[src/rtl/fdc_rate_pkg.sv]
package fdc_rate_pkg;
  localparam int unsigned DATA_W   = 8;
  localparam int unsigned ADDR_W   = 3;
  localparam int unsigned RATE_W   = 2;
  localparam int unsigned PCOMP_W  = 3;
  localparam int unsigned PCOMP_LSB = RATE_W;
  localparam int unsigned UNDEF_BIT = PCOMP_LSB + PCOMP_W;
  localparam int unsigned LP_BIT    = UNDEF_BIT + 1;
  localparam int unsigned SRST_BIT  = LP_BIT + 1;
  localparam logic [DATA_W-1:0] RST_VAL = 8'h02;

  localparam logic [ADDR_W-1:0] OFS_RATE_SEL = 3'd4;
  localparam logic [ADDR_W-1:0] OFS_DATA     = 3'd5;
  localparam logic [ADDR_W-1:0] OFS_CFG_CTL  = 3'd7;

  typedef struct packed {
    logic rate_wr;
    logic cfg_wr;
    logic wake;
  } strobe_t;
endpackage

[src/rtl/fdc_bus_decode.sv]
module fdc_bus_decode
  import fdc_rate_pkg::*;
(
  input  logic              en_i,
  input  logic              we_i,
  input  logic [ADDR_W-1:0] addr_i,
  output strobe_t           strb_o
);
  logic hit_rate, hit_data, hit_cfg;

  always_comb begin
    hit_rate = (addr_i == OFS_RATE_SEL);
    hit_data = (addr_i == OFS_DATA);
    hit_cfg  = (addr_i == OFS_CFG_CTL);
    strb_o.rate_wr = en_i & we_i & hit_rate;
    strb_o.cfg_wr  = en_i & we_i & hit_cfg;
    // data port in either direction, status port on read
    strb_o.wake    = en_i & (hit_data | (hit_rate & ~we_i));
  end
endmodule

[src/rtl/fdc_rate_store.sv]
module fdc_rate_store
  import fdc_rate_pkg::*;
(
  input  logic               clk_i,
  input  logic               rst_ni,
  input  logic               rate_wr_i,
  input  logic               cfg_wr_i,
  input  logic [DATA_W-1:0]  wdata_i,
  output logic [RATE_W-1:0]  rate_o,
  output logic [PCOMP_W-1:0] precomp_o,
  output logic [DATA_W-1:0]  shadow_o
);
  logic [RATE_W-1:0]  rate_q;
  logic [PCOMP_W-1:0] pcomp_q;
  logic [DATA_W-1:0]  shadow_q;
  logic [DATA_W-1:0]  shadow_d;

  // undefined and self-clearing bits are never stored
  for (genvar i = 0; i < DATA_W; i++) begin : g_mask
    if (i == UNDEF_BIT || i == SRST_BIT) begin : g_zero
      assign shadow_d[i] = 1'b0;
    end else begin : g_keep
      assign shadow_d[i] = wdata_i[i];
    end
  end

  logic unused_wdata;
  assign unused_wdata = ^{wdata_i[UNDEF_BIT], wdata_i[SRST_BIT]};

  always_ff @(posedge clk_i or negedge rst_ni) begin
    if (!rst_ni) begin
      rate_q   <= RST_VAL[RATE_W-1:0];
      pcomp_q  <= RST_VAL[PCOMP_LSB +: PCOMP_W];
      shadow_q <= RST_VAL;
    end else begin
      // rate select port wins if both strobe together
      if (rate_wr_i || cfg_wr_i) rate_q <= wdata_i[RATE_W-1:0];
      if (rate_wr_i) begin
        pcomp_q  <= wdata_i[PCOMP_LSB +: PCOMP_W];
        shadow_q <= shadow_d;
      end
    end
  end

  assign rate_o    = rate_q;
  assign precomp_o = pcomp_q;
  assign shadow_o  = shadow_q;
endmodule

[src/rtl/fdc_power_ctl.sv]
module fdc_power_ctl (
  input  logic clk_i,
  input  logic rst_ni,
  input  logic rate_wr_i,
  input  logic wake_i,
  input  logic srst_req_i,
  input  logic lp_req_i,
  output logic sw_reset_o,
  output logic low_power_o
);
  logic srst_q, lp_q;

  always_ff @(posedge clk_i or negedge rst_ni) begin
    if (!rst_ni) begin
      srst_q <= 1'b0;
      lp_q   <= 1'b0;
    end else begin
      srst_q <= rate_wr_i & srst_req_i;
      if (srst_q || wake_i)          lp_q <= 1'b0;
      else if (rate_wr_i && lp_req_i) lp_q <= 1'b1;
    end
  end

  assign sw_reset_o  = srst_q;
  assign low_power_o = lp_q;
endmodule

[src/rtl/fdc_rate_regs.sv]
module fdc_rate_regs
  import fdc_rate_pkg::*;
(
  input  logic               clk_i,
  input  logic               rst_ni,
  input  logic               acc_en_i,
  input  logic               acc_we_i,
  input  logic [ADDR_W-1:0]  acc_addr_i,
  input  logic [DATA_W-1:0]  acc_wdata_i,
  output logic [RATE_W-1:0]  rate_o,
  output logic [PCOMP_W-1:0] precomp_o,
  output logic               low_power_o,
  output logic               sw_reset_o,
  output logic [DATA_W-1:0]  shadow_o
);
  strobe_t strb;

  fdc_bus_decode u_dec (
    .en_i   (acc_en_i),
    .we_i   (acc_we_i),
    .addr_i (acc_addr_i),
    .strb_o (strb)
  );

  fdc_rate_store u_store (
    .clk_i     (clk_i),
    .rst_ni    (rst_ni),
    .rate_wr_i (strb.rate_wr),
    .cfg_wr_i  (strb.cfg_wr),
    .wdata_i   (acc_wdata_i),
    .rate_o    (rate_o),
    .precomp_o (precomp_o),
    .shadow_o  (shadow_o)
  );

  fdc_power_ctl u_pwr (
    .clk_i       (clk_i),
    .rst_ni      (rst_ni),
    .rate_wr_i   (strb.rate_wr),
    .wake_i      (strb.wake),
    .srst_req_i  (acc_wdata_i[SRST_BIT]),
    .lp_req_i    (acc_wdata_i[LP_BIT]),
    .sw_reset_o  (sw_reset_o),
    .low_power_o (low_power_o)
  );
endmodule

[config.mk]
export PLATFORM = sky130hd
export DESIGN_NAME = fdc_rate_regs
export DESIGN_NICKNAME = d
export VERILOG_FILES = /design/src/rtl/fdc_rate_pkg.sv /design/src/rtl/fdc_bus_decode.sv /design/src/rtl/fdc_rate_store.sv /design/src/rtl/fdc_power_ctl.sv /design/src/rtl/fdc_rate_regs.sv
export SDC_FILE = /design/constraint.sdc
export NUM_CORES = 1
export LEC_CHECK = 0
export BUFFER_PORTS_ARGS = -buffer_cell sky130_fd_sc_hd__buf_2
export CAP_MARGIN = 40
export CELL_PAD_IN_SITES_DETAIL_PLACEMENT = 0
export CELL_PAD_IN_SITES_GLOBAL_PLACEMENT = 2
export CORE_MARGIN = 8
export CORE_UTILIZATION = 25
export CTS_BUF_LIST = sky130_fd_sc_hd__clkbuf_16
export DETAILED_ROUTE_END_ITERATION = 6
export PLACE_DENSITY = 0.9
export REMOVE_ABC_BUFFERS = 1
export SKIP_CTS_REPAIR_TIMING = 1
export SKIP_LAST_GASP = 1
export SLEW_MARGIN = 20
export SYNTH_ARGS = -nofsm -noshare
export SYNTH_HDL_FRONTEND = slang
export SYNTH_SLANG_ARGS = --single-unit
[constraint.sdc]
create_clock -name clk_i -period 1.45 [get_ports clk_i]
set_input_delay 0.145 -clock clk_i [delete_from_list [all_inputs] [get_ports clk_i]]
set_output_delay 0.145 -clock clk_i [all_outputs]
set_load 0.05 [all_outputs]
==> results.md <==
- FMAX: 872 MHz
- Yosys reg bits: 10
- Tmin final: 1.15 ns
- Setup TNS: 0 ns
- Part of the cycle the worst path needs: 79.1%
- # nets final: 76
- Setup CP Type: flip-flop to primary output
- Final setup viols: 0
- Starting density of the core: 26.8%
- DR vias/cell: 3.86
- Maximum Capacitance Violations: 0
- Die Wd: 59.3 µm
- H-tree Lvls: 1
- Final core occ: 39.2%
- Clk_lat worst skew: 0.23 ns
- Cell row count: 15
- WHS Path Cells: 2
- Top cell type's share of synthesized area: 42.8%
- DR DRC count: 0
- Top cell family by delay on the critical path: flip-flops
- Die Height: 59.3 µm
- Port bufs: 26
- Max stage delay on crit path: 0.52 ns
- Post-Route WL: 1.01 mm
- CP max FO: 2
- Crit-path slowest cell: dfstp_2
- PnR worst setup slack: 0.303 ns
- Simple-gate share of the synthesized area: 13.4%
- Status: complete, no violations
- Ys Warns: 0
- Synth area leader: dfrtp_1
- Seq/Total Area, Yosys: 54.0%
- Die area: 0.00351 mm²
- Ys async rst share: 100%
- Data required time at the worst endpoint: 1.31 ns
- Synth Area in XOR/XNOR: 1.87%
- Via Count: 328
- WHS: 0.131 ns
- Power Density: 1950 mW/mm²
- Largest family of logic cells by synthesized area: multiplexers
- Diode count: 0
- Clk_skew: 0.000115 ns
- Placeable Area: 0.00175 mm²
- Final Hold Vio Count: 0
- Reg-to-Reg Start: u_store.precomp_o[0]
- Adder-Cell Fraction of Synth Area: 0%
- Commonest cells post-synth: dfrtp_1 (8), mux2_2 (8), buf_4 (5), dfstp_2 (2)
- Syn Area/Cell: 14.2 µm²
- Antenna viol nets, final: 0
- CTS clock-pin slew for the worst setup and hold paths: 0.04 ns
- Longest Clk Path Bufs: 2
- Final global-route overflow total: 0
- CP Capture Type: primary output
- Largest net degree at the start of global routing: 11
- First-pass GRT wire length: 1.65 mm
- Pre-CTS setup slack: 0.175 ns
- Worst hold-check path type: input pin to flip-flop
- IO Count: 30
- Post-synth EDFFs: 0
- Most common flop cell mapped by yosys: dfrtp_1
- DR WL/cell: 11.8 µm
- Buf/Inv on CP: 1
- Share of cells above drive strength 1: 71.7%
- First-pass DRT Iterations: 2
- Synth Instances: 33
- Multiplexer share of the synthesized area: 19.3%
- Reg-to-reg setup timing slack: 0.68 ns
- Synth top area cells: dfrtp_1 (43%), mux2_2 (19%), dfstp_2 (11%)
- # clock sinks: 10
- Slew Limit Fails: 0
- CTS buffer count: 3
- Leak Pwr: 0.350 nW
- Worst Hold Path EP: u_pwr.sw_reset_o
- Routability congestion estimate: 0.701
- Syn Std Cell Area: 468 µm²
- Post-synth cell types: 14
- CTS tree: done
- Synth Area in Compound Gates: 2.67%
- Hold_sp: acc_wdata_i[7]
- Synth-to-Final Area Change: 46.3%
- Initial antenna violation count: 0
- CTS root buffer: clkbuf_16
- All-Layer GR Usage: 6.18%
- Worst reg2reg endpoint: u_store.precomp_o[0]
- RSZ-0062 raised after global routing: false
- Maximum vdd drop: 710 µV
- Number of global-route vias before repair: 397
- CP startpoint kind: flip-flop
- Worst path cell trace: buf_2
- 1st-iter DRT viols: 2
- Reg2Reg Depth: 1
- CP Data Arrival Time: 1.00 ns
[layer usage]
metal / wire length [µm] / global-route usage (%) / vias up
met2: 418 / 8.94 / 23
li1: - / - / 159
met3: 139 / 4.99 / 0
met1: 448 / 6.95 / 146
met4: 0 / 1.02 / 0
met5: 0 / 0 / -
[worst max-delay path by stage]
| stage | start | cells after the start | to | slack, ns |
|---|---|---|---|---|
| CTS | u_store.shadow_o[1] | 1 | shadow_o[1] | 0.30 |
| finish | u_store.shadow_o[1] | 1 | shadow_o[1] | 0.30 |
| global route | u_store.rate_o[1] | 1 | rate_o[1] | 0.29 |
| floorplan | u_store.precomp_o[0] | 1 | u_store.precomp_o[0] | 0.19 |
| global placement | acc_addr_i[0] | 4 | u_store.shadow_o[6] | 0.19 |
| detailed placement | acc_addr_i[0] | 4 | u_store.precomp_o[0] | 0.18 |
[state kept, by name (all words and copies together), names as in the netlist]
name,flops
u_store.rate_o,2
u_store.precomp_o,2
u_store.shadow_o,4
u_pwr.sw_reset_o,1
u_pwr.low_power_o,1
[final cells by class]
class / count / area (µm²)
Clock inverter: 1 / 3.75
Clock buffer: 3 / 75.1
Timing Repair Buffer: 27 / 140
Sequential cell: 10 / 253
Multi-Input combinational cell: 19 / 181
Tap cell: 25 / 31.3
Fill cell: 176 / 1060
[placed cells by master (no fill, tap or decap), drive strengths merged]
cell,instances
conb,2
buf,26
nand2b,1
a211oi,1
nand2,1
a21oi,1
dlygate4sd3,1
inv,1
dfstp,2
and3b,1
and2,1
nor3b,1
xor2,1
nor3,1
dfrtp,8
mux2,8
clkbuf,3
[cells by family (layout without fill, tap and decap cells)]
| family | count (synthesis) | count (layout) |
|---|---|---|
| DFF | 10 | 10 |
| muxes | 8 | 8 |
| and+or+nand+nor | 6 | 6 |
| buffers and inverters | 5 | 31 |
| AOI/OAI and AO/OA | 2 | 2 |
| other | 1 | 2 |
| xor gates and xnor gates | 1 | 1 |
[through the flow]
| stage | instances | area, µm² | total power, W |
|---|---|---|---|
| 6_report | 85 | 684 | 0.00133 |
| 5_1_grt | 85 | 684 | 0.00140 |
| 4_1_cts | 84 | 674 | 0.00135 |
| 3_5_place_dp | 80 | 596 | 0.000869 |
| 3_3_place_gp | 80 | 596 | 0.000862 |
| 2_1_floorplan | 29 | 434 | 0.000746 |
[power by group]
| part | leakage [nW] | internal, W | total [W] | switching [W] |
|---|---|---|---|---|
| clock | 0.0423 | 0.000360 | 0.000473 | 0.000113 |
| combinational | 0.187 | 0.000116 | 0.000481 | 0.000365 |
| sequential | 0.121 | 0.000349 | 0.000379 | 0.0000296 |
Power figures use the tool's default switching activity.
